## config.mk

```make
export PLATFORM = sky130hd
export DESIGN_NAME = cmp_branch_unit
export DESIGN_NICKNAME = d
export VERILOG_FILES = /design/src/rtl/cmpbr_pkg.sv /design/src/rtl/cmpbr_flag_unit.sv /design/src/rtl/cmpbr_cond_eval.sv /design/src/rtl/cmpbr_target_calc.sv /design/src/rtl/cmp_branch_unit.sv
export SDC_FILE = /design/constraint.sdc
export NUM_CORES = 1
export LEC_CHECK = 0
export ABC_AREA = 1
export BUFFER_PORTS_ARGS = -buffer_cell sky130_fd_sc_hd__buf_2
export CAP_MARGIN = 25
export CORE_MARGIN = 1
export CORE_UTILIZATION = 41
export CTS_CLUSTER_DIAMETER = 120
export DETAILED_ROUTE_END_ITERATION = 10
export PLACE_DENSITY = 0.69
export SYNTH_ARGS = -nofsm -noshare
export SYNTH_HDL_FRONTEND = slang
export SYNTH_HIERARCHICAL = 1
export SYNTH_SLANG_ARGS = --single-unit
export TNS_END_PERCENT = 50
```

## constraint.sdc

```tcl
create_clock -name clk -period 1.3 [get_ports clk]
set_input_delay 0.065 -clock clk [delete_from_list [all_inputs] [get_ports clk]]
set_output_delay 0.065 -clock clk [all_outputs]
set_load 0.005 [all_outputs]
```

## src/rtl/cmpbr_pkg.sv

```systemverilog
`timescale 1ns/1ps
package cmpbr_pkg;

  typedef enum logic [3:0] {
    CND_ALW  = 4'd0,
    CND_EQ   = 4'd1,
    CND_NE   = 4'd2,
    CND_MI   = 4'd3,
    CND_PL   = 4'd4,
    CND_VS   = 4'd5,
    CND_VC   = 4'd6,
    CND_CS   = 4'd7,
    CND_CC   = 4'd8,
    CND_HI   = 4'd9,
    CND_LS   = 4'd10,
    CND_GE   = 4'd11,
    CND_LT   = 4'd12,
    CND_GT   = 4'd13,
    CND_LE   = 4'd14,
    CND_NONE = 4'd15
  } cond_e;

  typedef struct packed {
    logic n;
    logic z;
    logic v;
    logic c;
  } flags_t;

endpackage

```

## src/rtl/cmpbr_flag_unit.sv

```systemverilog
`timescale 1ns/1ps
module cmpbr_flag_unit
  import cmpbr_pkg::*;
#(
  parameter int WIDE_W   = 16,
  parameter int NARROW_W = 8
) (
  input  logic              clk,
  input  logic              rst_n,
  input  logic              cmp_en,
  input  logic              wide_sel,
  input  logic [WIDE_W-1:0] op_a,
  input  logic [WIDE_W-1:0] op_b,
  output flags_t            flags_q
);

  // Flags of a subtraction from its sign bits, borrow and zero test.
  function automatic flags_t sub_flags(input logic a_msb, input logic b_msb,
                                       input logic r_msb, input logic borrow,
                                       input logic zero);
    flags_t f;
    f.n = r_msb;
    f.z = zero;
    f.v = (a_msb ^ b_msb) & (r_msb ^ a_msb);
    f.c = borrow;
    return f;
  endfunction

  logic [WIDE_W:0]   diff_wide;
  logic [NARROW_W:0] diff_narrow;
  flags_t            wide_flags;
  flags_t            narrow_flags;
  flags_t            cmp_flags;

  assign diff_wide   = {1'b0, op_a} - {1'b0, op_b};
  assign diff_narrow = {1'b0, op_a[NARROW_W-1:0]} - {1'b0, op_b[NARROW_W-1:0]};

  assign wide_flags = sub_flags(op_a[WIDE_W-1], op_b[WIDE_W-1],
                                diff_wide[WIDE_W-1], diff_wide[WIDE_W],
                                diff_wide[WIDE_W-1:0] == '0);
  assign narrow_flags = sub_flags(op_a[NARROW_W-1], op_b[NARROW_W-1],
                                  diff_narrow[NARROW_W-1], diff_narrow[NARROW_W],
                                  diff_narrow[NARROW_W-1:0] == '0);

  assign cmp_flags = wide_sel ? wide_flags : narrow_flags;

  always_ff @(posedge clk or negedge rst_n) begin
    if (!rst_n)      flags_q <= '0;
    else if (cmp_en) flags_q <= cmp_flags;
  end


  flags_hold_chk: assert property (@(posedge clk) disable iff (!rst_n)
    !cmp_en |=> $stable(flags_q));


  zero_excl_chk: assert property (@(posedge clk) disable iff (!rst_n)
    flags_q.z |-> (!flags_q.n && !flags_q.v && !flags_q.c));


  ovf_sign_chk: assert property (@(posedge clk) disable iff (!rst_n)
    flags_q.v |-> (flags_q.c == flags_q.n));

endmodule

```

## src/rtl/cmpbr_cond_eval.sv

```systemverilog
`timescale 1ns/1ps
module cmpbr_cond_eval
  import cmpbr_pkg::*;
(
  input  logic   clk,
  input  logic   rst_n,
  input  flags_t flags,
  input  cond_e  cond,
  output logic   taken
);

  function automatic logic eval_pred(input flags_t f, input cond_e c);
    logic lt_s;
    lt_s = f.n ^ f.v;
    case (c)
      CND_ALW: return 1'b1;
      CND_EQ:  return f.z;
      CND_NE:  return !f.z;
      CND_MI:  return f.n;
      CND_PL:  return !f.n;
      CND_VS:  return f.v;
      CND_VC:  return !f.v;
      CND_CS:  return f.c;
      CND_CC:  return !f.c;
      CND_HI:  return !(f.c | f.z);
      CND_LS:  return f.c | f.z;
      CND_GE:  return !lt_s;
      CND_LT:  return lt_s;
      CND_GT:  return !(f.z | lt_s);
      CND_LE:  return f.z | lt_s;
      default: return 1'b0;
    endcase
  endfunction

  assign taken = eval_pred(flags, cond);


  always_taken_chk: assert property (@(posedge clk) disable iff (!rst_n)
    (cond == CND_ALW) |-> taken);


  never_taken_chk: assert property (@(posedge clk) disable iff (!rst_n)
    (cond == CND_NONE) |-> !taken);


  hi_ls_excl_chk: assert property (@(posedge clk) disable iff (!rst_n)
    (cond == CND_HI && taken) |-> (!flags.c && !flags.z));

endmodule

```

## src/rtl/cmpbr_target_calc.sv

```systemverilog
`timescale 1ns/1ps
module cmpbr_target_calc #(
  parameter int PC_W   = 16,
  parameter int DISP_W = 8
) (
  input  logic [PC_W-1:0]   pc_in,
  input  logic [DISP_W-1:0] disp,
  output logic [PC_W-1:0]   target
);

  localparam int EXT_W = PC_W - DISP_W;

  function automatic logic [PC_W-1:0] rel_target(input logic [PC_W-1:0] pc,
                                                 input logic [DISP_W-1:0] d);
    logic [PC_W-1:0] d_ext;
    d_ext = {{EXT_W{d[DISP_W-1]}}, d};
    return pc + d_ext;
  endfunction

  assign target = rel_target(pc_in, disp);

endmodule

```

## src/rtl/cmp_branch_unit.sv

```systemverilog
`timescale 1ns/1ps
module cmp_branch_unit
  import cmpbr_pkg::*;
#(
  parameter int DATA_W   = 16,
  parameter int NARROW_W = 8,
  parameter int PC_W     = 16,
  parameter int DISP_W   = 8
) (
  input  logic              clk,
  input  logic              rst_n,
  input  logic              cmp_en,
  input  logic              wide_sel,
  input  logic [DATA_W-1:0] op_a,
  input  logic [DATA_W-1:0] op_b,
  input  logic [3:0]        cond_sel,
  input  logic [DISP_W-1:0] disp,
  input  logic [PC_W-1:0]   pc_in,
  output logic              flag_n,
  output logic              flag_z,
  output logic              flag_v,
  output logic              flag_c,
  output logic              br_taken,
  output logic [PC_W-1:0]   pc_next
);

  localparam int HALF_RANGE = 1 << (DISP_W - 1);

  flags_t          flags_q;
  logic            pred_hit;
  logic [PC_W-1:0] target_pc;
  logic [PC_W-1:0] pc_delta;

  cmpbr_flag_unit #(.WIDE_W(DATA_W), .NARROW_W(NARROW_W)) flag_u (
    .clk(clk), .rst_n(rst_n), .cmp_en(cmp_en), .wide_sel(wide_sel),
    .op_a(op_a), .op_b(op_b), .flags_q(flags_q)
  );

  cmpbr_cond_eval cond_u (
    .clk(clk), .rst_n(rst_n), .flags(flags_q),
    .cond(cond_e'(cond_sel)), .taken(pred_hit)
  );

  cmpbr_target_calc #(.PC_W(PC_W), .DISP_W(DISP_W)) tgt_u (
    .pc_in(pc_in), .disp(disp), .target(target_pc)
  );

  assign flag_n   = flags_q.n;
  assign flag_z   = flags_q.z;
  assign flag_v   = flags_q.v;
  assign flag_c   = flags_q.c;
  assign br_taken = pred_hit;
  assign pc_next  = pred_hit ? target_pc : pc_in;
  assign pc_delta = pc_next - pc_in;


  not_taken_pass_chk: assert property (@(posedge clk) disable iff (!rst_n)
    !br_taken |-> (pc_next == pc_in));


  fwd_reach_chk: assert property (@(posedge clk) disable iff (!rst_n)
    (br_taken && !disp[DISP_W-1]) |-> (pc_delta < PC_W'(HALF_RANGE)));


  back_reach_chk: assert property (@(posedge clk) disable iff (!rst_n)
    (br_taken && disp[DISP_W-1]) |-> (pc_delta >= PC_W'(-HALF_RANGE)));


  always @(posedge clk)
    if (!rst_n) reset_flags_chk: assert ({flag_n, flag_z, flag_v, flag_c} == 4'b0);

endmodule

```

==> results of run 1 <==
-- routing by layer --
metal  GRT usage, %  vias to the layer above  share of wire (%)
met4           2.19                        0               0.10
met2           40.4                       81                 48
met3           1.38                        2                3.4
met5              0                        -                  0
met1           29.2                     1515                 49
li1               -                     1911                  -
-- report_power, final --
group	total (mW)	switching [mW]	internal, mW
Sequential	0.166	0.0244	0.142
Clock	0.269	0.0707	0.198
Combinational	1.93	1.05	0.878
Total	2.36	1.14	1.22
-- worst paths after layout --
path                                     end  slack, ns
setup / recovery                 pc_next[15]      -0.47
hold / removal             flag_u/flags_q[1]       0.12
setup reg to reg           flag_u/flags_q[3]       0.39
hold reg to reg            flag_u/flags_q[2]       0.62
max in group asynchronous  flag_u/flags_q[3]       0.99
min in group asynchronous  flag_u/flags_q[0]       0.18
-- timing repair --
item	in CTS	in global routing
setup endpoints to repair	18	21
cloned	0	1
hold buffers	1	0
pin swaps	2	8
gates resized for setup	4	33
buffers inserted	2	0
hold endpoints to repair	4	0
-- cell type report --
class                           count  area, um2
Clock buffer                        3       41.3
Fill cell                         659       2530
Inverter                          113        432
Multi-Input combinational cell    425       2460
Sequential cell                     4        103
Tap cell                           77       96.3
Timing Repair Buffer              131        797
-- Yosys cell counts (all sizes together) --
cell type | n | share of area, %
nand3b | 4 | 1.1
a21oi | 17 | 3.7
o221ai | 1 | 0.32
o21ai | 2 | 0.36
and2 | 4 | 0.99
nand3 | 33 | 6.3
nor2 | 37 | 5.3
buf | 3 | 1.5
a31oi | 1 | 0.23
fa | 1 | 0.72
dfrtp | 4 | 3.6
nand4 | 6 | 1.4
o211ai | 2 | 0.54
clkinv | 1 | 0.14
inv | 112 | 15
nand2 | 260 | 37
xnor2 | 5 | 1.6
nor3 | 7 | 2.0
or2 | 4 | 0.90
xor2 | 9 | 2.8
ha | 31 | 14
a22o | 1 | 0.32
-- placed cells by master, fill, tap and decap left out, types with 2 or more instances in the layout --
cell / netlist / routed
sky130_fd_sc_hd__nand2_1: 240 / 217
sky130_fd_sc_hd__inv_1: 105 / 102
sky130_fd_sc_hd__buf_2: 0 / 83
sky130_fd_sc_hd__nand2_2: 20 / 43
sky130_fd_sc_hd__buf_4: 0 / 42
sky130_fd_sc_hd__nor2_1: 34 / 32
sky130_fd_sc_hd__nand3_1: 31 / 29
sky130_fd_sc_hd__ha_1: 31 / 18
sky130_fd_sc_hd__ha_4: 0 / 13
sky130_fd_sc_hd__a21oi_1: 14 / 12
sky130_fd_sc_hd__inv_2: 6 / 9
sky130_fd_sc_hd__xor2_1: 9 / 9
sky130_fd_sc_hd__nand4_1: 6 / 6
sky130_fd_sc_hd__buf_6: 2 / 5
sky130_fd_sc_hd__xnor2_1: 5 / 5
sky130_fd_sc_hd__nor2_2: 3 / 4
sky130_fd_sc_hd__nand3b_1: 4 / 4
sky130_fd_sc_hd__a21oi_2: 2 / 4
sky130_fd_sc_hd__nor3_2: 4 / 4
sky130_fd_sc_hd__clkbuf_8: 0 / 3
sky130_fd_sc_hd__nand3_2: 2 / 3
sky130_fd_sc_hd__nor3_1: 3 / 3
sky130_fd_sc_hd__and2_1: 3 / 3
sky130_fd_sc_hd__o211ai_1: 2 / 2
sky130_fd_sc_hd__o21ai_0: 2 / 2
sky130_fd_sc_hd__dfrtp_1: 4 / 2
sky130_fd_sc_hd__dfrtp_2: 0 / 2
sky130_fd_sc_hd__or2_1: 2 / 2
-- worst max-delay path: cells and delay by family (launching register included) --
| family | cells | cell delay (ns) |
|---|---|---|
| and+or+nand+nor | 8 | 0.68 |
| buffers and inverters | 3 | 0.38 |
| DFF | 1 | 0.42 |
-- metrics by stage --
stage	TNS [ns]	total power, mW	area [um2]	util, %
finish	-7.67	2.36	3930	60.9
global route	-9.68	2.61	3930	60.9
CTS	-7.12	2.26	3840	59.4
detailed placement	-5.92	1.95	3760	58.2
global placement	-5.48	1.92	3760	58.2
floorplan	-0.917	1.32	2960	-
-- cells by family (layout without fill, tap and decap cells) --
kind of cell,after synthesis,count (layout)
buffers and inverters,116,247
XOR/XNOR,14,14
flip-flops,4,4
AO/OA/AOI/OAI,24,24
AND/OR/NAND/NOR,355,355
adder cells (fa/ha/maj),32,32
==> impl_table.tex, run 1 <==
\begin{tabular}{lr}
\hline
Metric & Value \\
\hline
\multicolumn{2}{l}{\textbf{Run}} \\
MaxCap Viol Count & 0 \\
\multicolumn{2}{l}{\textbf{Clocking}} \\
Number of clock sinks seen by CTS & 4 \\
Number of buffers on the longest clock path & 2 \\
Number of H-tree levels & 1 \\
Clock tree from TritonCTS & yes \\
Clock Root Buffer & sky130\_fd\_sc\_hd\_\_clkbuf\_8 \\
Clock Pin Slew Worst Setup and Hold Paths & 0.03 ns \\
Clock buffers created by TritonCTS & 3 \\
Clock insertion delay at the later pin of the skew report & 0.22 ns \\
\multicolumn{2}{l}{\textbf{Global route}} \\
Remaining global-route overflow & 0 \\
Maximum number of pins on one net before global-route repair & 17 \\
Via count of the first global-routing pass & 3,196 \\
Number of antenna violations at the first check in global routing & 0 \\
First-pass GRT wire length & 13,300 um \\
Tot GR Track Use & 22.0\% \\
\multicolumn{2}{l}{\textbf{STA}} \\
Slew at the pin closest to its max-slew limit & 0.254 ns \\
Final setup vio count & 18 \\
Hold Slack & 0.123 ns \\
Worst Setup Slack, final & -0.472 ns \\
Fraction of the cycle the final worst path needs & 136\% \\
Period minus WS final & 1.77 ns \\
Largest clock skew in the final design & 0 ns \\
Normalized max-slew margin & 83.0\% \\
Highest Clock Rate & 564 MHz \\
Unrepaired setup endpoints after global routing & true \\
Final hold viol count & 0 \\
Final Max Slew Viols & 0 \\
\multicolumn{2}{l}{\textbf{Worst setup path}} \\
Longest individual stage delay on the worst path & 0.42 ns \\
Crit path capture type & output pin \\
Cell with the largest stage delay on the worst path & sky130\_fd\_sc\_hd\_\_dfrtp\_2 \\
Arrival @ worst endpoint & 1.71 ns \\
Worst path cell trace & inv\_2 > nand2\_1 > nand2\_1 > nand2\_1 > nand3\_2 > nor2\_4 > nand3\_4 > buf\_6 > nand2\_2 > nand2\_1 > buf\_2 \\
R2R Path Start & flag\_u/flags\_q[3] \\
Worst endpoint required time & 1.24 ns \\
Category of the most critical setup path & reg2out \\
Most common cell on crit path & sky130\_fd\_sc\_hd\_\_nand2\_1 \\
CP Launch Type & flip-flop \\
Launch point of the critical path & flag\_u/flags\_q[1] \\
Worst r2r path cells & 4 \\
Max FO, Critical Path & 6 \\
\multicolumn{2}{l}{\textbf{Drt}} \\
Number of vias per cell & 4.66 \\
Total wire length & 7910 um \\
TritonRoute pass-1 iters & 7 \\
Antenna violation net count after detailed routing & 0 \\
WL/cell & 10.5 um \\
DRC errors left & 7 \\
Violation count after the first detailed-route iteration & 122 \\
Vias after detailed routing & 3,509 \\
\multicolumn{2}{l}{\textbf{Pwr}} \\
Power per cell area & 600 nW/um2 \\
P\_leak & 2.44 nW \\
Peak ir drop on the vdd network & 826 uV \\
\multicolumn{2}{l}{\textbf{Floorplanning}} \\
Area of the die & 7110 um2 \\
Site Rows & 29 \\
Starting density of the core & 43.0\% \\
Area of the core region & 6460 um2 \\
I/O pin count & 85 \\
Die width & 84.3 um \\
Chip height & 84.3 um \\
\multicolumn{2}{l}{\textbf{Worst hold path}} \\
WHS Path Cells & 2 \\
Start point of the worst min-delay path & cmp\_en \\
Worst min path class & in2reg \\
\multicolumn{2}{l}{\textbf{Final layout}} \\
Flip-flop count of the largest register after layout & 4 \\
Ant. Diodes & 0 \\
Number of nets in the layout & 774 \\
Register with the most flip-flops & flag\_u/flags\_q \\
Synthesis-to-layout area growth & 41.6\% \\
Regs by FF count & flag\_u/flags\_q: 4 flops \\
Share of layout cells above drive strength 1 & 32.8\% \\
Non-filler instance count after layout & 753 \\
\multicolumn{2}{l}{\textbf{Yosys}} \\
Cell count after synthesis & 545 \\
Combinational family with the most area after synthesis & simple AND/OR/NAND/NOR gates \\
Fraction of the mapped netlist area in adder cells & 14.7\% \\
\#FFs+latches synth & 4 \\
Area fraction in and, or, nand and nor cells after synthesis & 54.8\% \\
Post-synthesis instance area & 2780 um2 \\
Number of different library cells in the post-synthesis netlist & 34 \\
Syn\_area\_per\_cell & 5.10 um2 \\
Multiplexer area fraction after synthesis & 0\% \\
Fraction of synthesized cell area in xor and xnor cells & 4.41\% \\
Part of the Yosys area used for sequential elements & 3.60\% \\
Yosys synthesis warning count & 6 \\
Compound-gate portion of the synthesized area & 5.50\% \\
Synth Net Count & 641 \\
\multicolumn{2}{l}{\textbf{Place}} \\
Setup WS pre-CTS & -0.372 ns \\
Port-buffer cells & 84 \\
Placed Cells incl. Taps & 746 \\
Last weighted congestion value of the routability-driven placer & 0.939 \\
HPWL after DPL & 6760 um \\
\multicolumn{2}{l}{\textbf{Run status}} \\
Outcome & complete, but fails checks \\
Violated checks & design-rule violations, negative setup slack \\
\hline
\end{tabular}
Power figures use the tool's default switching activity.
==> run 2, diff against run 1 <==
- SETUP_SLACK_MARGIN: not set -> 0.5
==> run 2 against run 1 <==
Compared with the run above: the flow still finishes with violations (design-rule violations, negative setup slack); fmax fell by 0.76%; setup slack worse by 0.014 ns; critical path type unchanged; critical endpoint is now pc_next[3]; hold slack gained 0.035 ns; die area stayed put; total power increased by 4.0%; global-route usage rose by 0.055 points; design area grew 3.3%; highest routed layer unchanged; sequential power is 4% higher.
==> impl_table.tex, run 2 (synthesized netlist as in run 1, its figures left out) <==
\begin{tabular}{lr}
\hline
Metric & Value \\
\hline
\multicolumn{2}{l}{\textbf{Floorplanning}} \\
Starting density of the core & 43.0\% \\
Site Rows & 29 \\
Chip height & 84.3 um \\
Die width & 84.3 um \\
I/O pin count & 85 \\
Area of the core region & 6460 um2 \\
Area of the die & 7110 um2 \\
\multicolumn{2}{l}{\textbf{Pwr}} \\
Peak ir drop on the vdd network & 615 uV \\
Switching portion of total power & 48.1\% \\
Internal power component & 1.27 mW \\
Power per cell area & 604 nW/um2 \\
Switching power & 1.18 mW \\
Fraction of power consumed by sequential logic & 7.0\% \\
P\_leak & 2.46 nW \\
Portion of total power attributed to the clock network & 10.4\% \\
Combinational Power Share & 82.5\% \\
\multicolumn{2}{l}{\textbf{Place}} \\
HPWL after DPL & 6730 um \\
Port-buffer cells & 84 \\
Last weighted congestion value of the routability-driven placer & 0.915 \\
Setup WS pre-CTS & -0.378 ns \\
\multicolumn{2}{l}{\textbf{Worst hold path}} \\
Worst min path class & in2reg \\
Start point of the worst min-delay path & cmp\_en \\
End point of the most critical hold path & flag\_u/flags\_q[1] \\
WHS Path Cells & 2 \\
\multicolumn{2}{l}{\textbf{Worst setup path}} \\
Worst path cell trace & inv\_2 > nand2\_2 > nand2\_2 > nand2\_2 > nand3\_2 > nor2\_4 > nand3\_4 > clkbuf\_16 > nand2\_2 > nand2\_1 > buf\_2 \\
Worst R2R End & flag\_u/flags\_q[1] \\
CP Launch Type & flip-flop \\
Worst r2r path cells & 3 \\
Cell with the largest stage delay on the worst path & sky130\_fd\_sc\_hd\_\_dfrtp\_2 \\
Category of the most critical setup path & reg2out \\
Most common cell on crit path & sky130\_fd\_sc\_hd\_\_nand2\_2 \\
Arrival @ worst endpoint & 1.72 ns \\
Reg2reg setup slack & 0.46 ns \\
Longest individual stage delay on the worst path & 0.42 ns \\
Max FO, Critical Path & 7 \\
Worst endpoint required time & 1.24 ns \\
Crit path capture type & output pin \\
R2R Path Start & flag\_u/flags\_q[1] \\
Launch point of the critical path & flag\_u/flags\_q[1] \\
\multicolumn{2}{l}{\textbf{STA}} \\
Highest Clock Rate & 560 MHz \\
Worst Setup Slack, final & -0.486 ns \\
Period minus WS final & 1.79 ns \\
Normalized max-slew margin & 83.5\% \\
Unrepaired setup endpoints after global routing & true \\
Final Max Slew Viols & 0 \\
Slew at the pin closest to its max-slew limit & 0.246 ns \\
Total negative slack for setup checks & -7.89 ns \\
Largest clock skew in the final design & 0 ns \\
Fraction of the cycle the final worst path needs & 137\% \\
Final hold viol count & 0 \\
Final setup vio count & 18 \\
\multicolumn{2}{l}{\textbf{Clocking}} \\
Clock Pin Slew Worst Setup and Hold Paths & 0.03 ns \\
Clock insertion delay at the later pin of the skew report & 0.21 ns \\
Number of H-tree levels & 1 \\
Number of clock sinks seen by CTS & 4 \\
Number of buffers on the longest clock path & 2 \\
Clock buffers created by TritonCTS & 3 \\
Clock tree from TritonCTS & yes \\
Clock Root Buffer & sky130\_fd\_sc\_hd\_\_clkbuf\_8 \\
\multicolumn{2}{l}{\textbf{Final layout}} \\
Most used cells in the layout excluding fill and tap cells & sky130\_fd\_sc\_hd\_\_nand2\_1, sky130\_fd\_sc\_hd\_\_inv\_1, sky130\_fd\_sc\_hd\_\_buf\_2, sky130\_fd\_sc\_hd\_\_nand2\_2, sky130\_fd\_sc\_hd\_\_buf\_4 \\
Ant. Diodes & 0 \\
Register with the most flip-flops & flag\_u/flags\_q \\
Sequential Area & 105 um2 \\
Flip-flop count of the largest register after layout & 4 \\
Fill cells & 613 \\
Leading cell type in the layout, fill and taps excluded & sky130\_fd\_sc\_hd\_\_nand2\_1 \\
Regs by FF count & flag\_u/flags\_q: 4 flops \\
Number of nets in the layout & 772 \\
Share of layout cells above drive strength 1 & 36.1\% \\
Area taken by multi-input logic gates & 2540 um2 \\
Synthesis-to-layout area growth & 46.2\% \\
\multicolumn{2}{l}{\textbf{Global route}} \\
Number of antenna violations at the first check in global routing & 0 \\
Maximum number of pins on one net before global-route repair & 17 \\
First-pass GRT wire length & 13,300 um \\
Via count of the first global-routing pass & 3,151 \\
Remaining global-route overflow & 0 \\
Tot GR Track Use & 22.1\% \\
\multicolumn{2}{l}{\textbf{Run status}} \\
Outcome & complete, but fails checks \\
Violated checks & design-rule violations, negative setup slack \\
\multicolumn{2}{l}{\textbf{Drt}} \\
Vias after detailed routing & 3,544 \\
Number of vias per cell & 4.72 \\
Total wire length & 8050 um \\
TritonRoute pass-1 iters & 8 \\
Antenna violation net count after detailed routing & 0 \\
Violation count after the first detailed-route iteration & 133 \\
DRC errors left & 12 \\
WL/cell & 10.7 um \\
\multicolumn{2}{l}{\textbf{Run}} \\
MaxCap Viol Count & 0 \\
\hline
\end{tabular}
run 2: worst max path at each step:
stage                     slack, ns          end
after global routing          -0.59   pc_next[3]
after detailed placement      -0.38  pc_next[14]
after floorplan               -0.09  pc_next[10]
final                         -0.49   pc_next[3]
after CTS                     -0.39  pc_next[13]
after global placement        -0.34  pc_next[14]
run 2: final cells by class:
| type | count | area share [%] |
|---|---|---|
| clock buffer | 3 | 1.02 |
| inverter | 113 | 11.2 |
| multi-input combinational | 425 | 62.4 |
| sequential | 4 | 2.59 |
| tap | 77 | 2.37 |
| timing repair buffer | 129 | 20.3 |
run 2: per-layer routing:
layer	routed length [um]	share of wire, %	track usage, %
met3	278	3.5	2.06
met5	0	0	0
met2	3950	49	41.4
met4	79	0.98	2.35
met1	3750	47	28.0
run 2: timing repair:
action / in CTS / in global routing
hold endpoints to repair: 4 / 0
setup buffers: 1 / 0
pin swaps: 9 / 9
endpoints found under the setup margin: 25 / 25
resized for setup: 18 / 32
hold buffers: 1 / 0
gates cloned: 0 / 1
run 2: critical path, delay by kind of cell, from the launching register on:
family	cells	cell delay, ns
flip-flops	1	0.42
AND/OR/NAND/NOR	8	0.68
buffers and inverters	3	0.40
run 2: power groups by stage:
stage / logic [mW] / clock network [mW] / registers (mW)
3_5_place_dp: 1.84 / 0 / 0.168
5_1_grt: 2.24 / 0.271 / 0.176
2_1_floorplan: 1.20 / 0 / 0.161
3_3_place_gp: 1.81 / 0 / 0.167
6_report: 2.03 / 0.256 / 0.173
4_1_cts: 1.89 / 0.261 / 0.170
run 2: metrics by stage:
step	power, mW	hold slack, ns	utilization [%]	std cells	cell area, um2
floorplan	1.36	-0.231	-	545	3020
global placement	1.98	-0.123	59.2	745	3830
detailed placement	2.01	-0.124	59.2	745	3830
CTS	2.32	0.162	61.0	750	3940
global route	2.69	0.165	62.9	751	4060
finish	2.45	0.158	62.9	751	4060
==> run 3, diff against run 2 <==
- RECOVER_POWER: not set -> 25
==> run 3 against run 2 <==
Compared with the run above: the flow still finishes with violations (design-rule violations, negative setup slack); sequential power is essentially flat; combinational power is essentially flat; cell count is the same; largest power group unchanged; global-route usage is the same; hold slack is the same.
==> impl_table.tex, run 3 (synthesized netlist as in run 1, its figures left out) <==
\begin{tabular}{lr}
\hline
Metric & Value \\
\hline
\multicolumn{2}{l}{\textbf{Pwr}} \\
P\_leak & 2.46 nW \\
Power per cell area & 604 nW/um2 \\
Peak ir drop on the vdd network & 615 uV \\
\multicolumn{2}{l}{\textbf{Worst setup path}} \\
Worst endpoint required time & 1.24 ns \\
Top delay family on crit path & simple AND/OR/NAND/NOR gates \\
Count of buffering cells on the critical path with inverters included & 3 \\
Category of the most critical setup path & reg2out \\
Most common cell on crit path & sky130\_fd\_sc\_hd\_\_nand2\_2 \\
Crit path capture type & output pin \\
Arrival @ worst endpoint & 1.72 ns \\
Longest individual stage delay on the worst path & 0.42 ns \\
Cell with the largest stage delay on the worst path & sky130\_fd\_sc\_hd\_\_dfrtp\_2 \\
CP Launch Type & flip-flop \\
Worst path cell trace & inv\_2 > nand2\_2 > nand2\_2 > nand2\_2 > nand3\_2 > nor2\_4 > nand3\_4 > clkbuf\_16 > nand2\_2 > nand2\_1 > buf\_2 \\
Max FO, Critical Path & 7 \\
\multicolumn{2}{l}{\textbf{Place}} \\
Last weighted congestion value of the routability-driven placer & 0.915 \\
Post-detailed-placement cell area & 3830 um2 \\
HPWL after DPL & 6730 um \\
Port-buffer cells & 84 \\
Setup WS pre-CTS & -0.378 ns \\
\multicolumn{2}{l}{\textbf{STA}} \\
Final setup vio count & 18 \\
Final Max Slew Viols & 0 \\
Highest Clock Rate & 560 MHz \\
Period minus WS final & 1.79 ns \\
Fraction of the cycle the final worst path needs & 137\% \\
Total negative slack for setup checks & -7.89 ns \\
Worst Setup Slack, final & -0.486 ns \\
Unrepaired setup endpoints after global routing & true \\
Slew at the pin closest to its max-slew limit & 0.246 ns \\
Final hold viol count & 0 \\
Normalized max-slew margin & 83.5\% \\
Largest clock skew in the final design & 0 ns \\
\multicolumn{2}{l}{\textbf{Clocking}} \\
Clock Pin Slew Worst Setup and Hold Paths & 0.03 ns \\
Clock tree from TritonCTS & yes \\
Clock Root Buffer & sky130\_fd\_sc\_hd\_\_clkbuf\_8 \\
Number of H-tree levels & 1 \\
Number of buffers on the longest clock path & 2 \\
Clock insertion delay at the later pin of the skew report & 0.21 ns \\
Number of clock sinks seen by CTS & 4 \\
Clock buffers created by TritonCTS & 3 \\
\multicolumn{2}{l}{\textbf{Floorplanning}} \\
Area of the die & 7110 um2 \\
Area of the core region & 6460 um2 \\
Die width & 84.3 um \\
Starting density of the core & 43.0\% \\
I/O pin count & 85 \\
Chip height & 84.3 um \\
Site Rows & 29 \\
\multicolumn{2}{l}{\textbf{Drt}} \\
TritonRoute pass-1 iters & 8 \\
WL/cell & 10.7 um \\
Vias after detailed routing & 3,537 \\
Met2 wirelength from detailed routing & 3940 um \\
Metal-1 WL & 3760 um \\
Antenna violation net count after detailed routing & 0 \\
DRC errors left & 12 \\
Top layer reached by signal wires & met4 \\
Total wire length & 8060 um \\
Number of vias per cell & 4.71 \\
Violation count after the first detailed-route iteration & 133 \\
Total met3 wirelength after detailed routing & 276 um \\
\multicolumn{2}{l}{\textbf{Global route}} \\
Remaining global-route overflow & 0 \\
First-pass GRT wire length & 13,300 um \\
Number of antenna violations at the first check in global routing & 0 \\
Tot GR Track Use & 22.1\% \\
Via count of the first global-routing pass & 3,151 \\
Maximum number of pins on one net before global-route repair & 17 \\
\multicolumn{2}{l}{\textbf{Final layout}} \\
Fill cells & 614 \\
Register with the most flip-flops & flag\_u/flags\_q \\
Synthesis-to-layout area growth & 46.2\% \\
Final core occ & 62.9\% \\
Cell area after layout & 4060 um2 \\
Share of layout cells above drive strength 1 & 35.9\% \\
Flip-flop count of the largest register after layout & 4 \\
Ant. Diodes & 0 \\
Regs by FF count & flag\_u/flags\_q: 4 flops \\
Number of nets in the layout & 772 \\
Leading cell type in the layout, fill and taps excluded & sky130\_fd\_sc\_hd\_\_nand2\_1 \\
Most used cells in the layout excluding fill and tap cells & sky130\_fd\_sc\_hd\_\_nand2\_1, sky130\_fd\_sc\_hd\_\_inv\_1, sky130\_fd\_sc\_hd\_\_buf\_2, sky130\_fd\_sc\_hd\_\_nand2\_2, sky130\_fd\_sc\_hd\_\_buf\_4 \\
\multicolumn{2}{l}{\textbf{Worst hold path}} \\
Worst min path class & in2reg \\
\multicolumn{2}{l}{\textbf{Run status}} \\
Outcome & complete, but fails checks \\
Violated checks & design-rule violations, negative setup slack \\
\multicolumn{2}{l}{\textbf{Run}} \\
MaxCap Viol Count & 0 \\
\hline
\end{tabular}
## run 3: path summary, 6_finish.rpt
kind / startpoint / to / slack, ns / depth (start not counted)
max in group asynchronous: rst_n / flag_u/flags_q[1] / 0.87 / 2
worst min-delay path: cmp_en / flag_u/flags_q[1] / 0.16 / 2
min in group asynchronous: rst_n / flag_u/flags_q[3] / 0.22 / 2
worst max register to register: flag_u/flags_q[1] / flag_u/flags_q[1] / 0.46 / 3
worst max-delay path: flag_u/flags_q[1] / pc_next[3] / -0.49 / 11
worst min register to register: flag_u/flags_q[0] / flag_u/flags_q[0] / 0.59 / 1
## run 3: area by class of cell
cell class / instances / area [um2] / area share [%]
Clock buffer: 3 / 41.3 / 1.02
Timing Repair Buffer: 129 / 825 / 20.3
Tap cell: 77 / 96.3 / 2.37
Multi-Input combinational cell: 425 / 2540 / 62.5
Sequential cell: 4 / 105 / 2.59
Inverter: 113 / 457 / 11.2
## run 3: metrics by stage
stage               hold slack, ns  power [mW]  cells
finish                       0.158        2.45    751
global route                 0.165        2.69    751
CTS                          0.162        2.32    750
detailed placement          -0.124        2.01    745
global placement            -0.123        1.98    745
floorplan                   -0.231        1.36    545
## run 3: what timing repair did
| action | CTS | global route |
|---|---|---|
| cloned | 0 | 1 |
| setup endpoints to repair | 25 | 25 |
| endpoints found under the hold margin | 4 | 0 |
| hold buffers | 1 | 0 |
| pin swaps | 9 | 9 |
| buffers inserted | 1 | 0 |
| resized for setup | 18 | 32 |
## run 3: report_power, final
group	switching [mW]	internal [mW]
combinational	1.09	0.935
sequential	0.0300	0.143
clock	0.0593	0.197
total	1.18	1.27
## run 3: layer usage
metal,vias up,global-route usage [%]
met2,77,41.4
met4,0,2.35
met5,-,0
met1,1538,28.0
li1,1916,-
met3,6,2.06
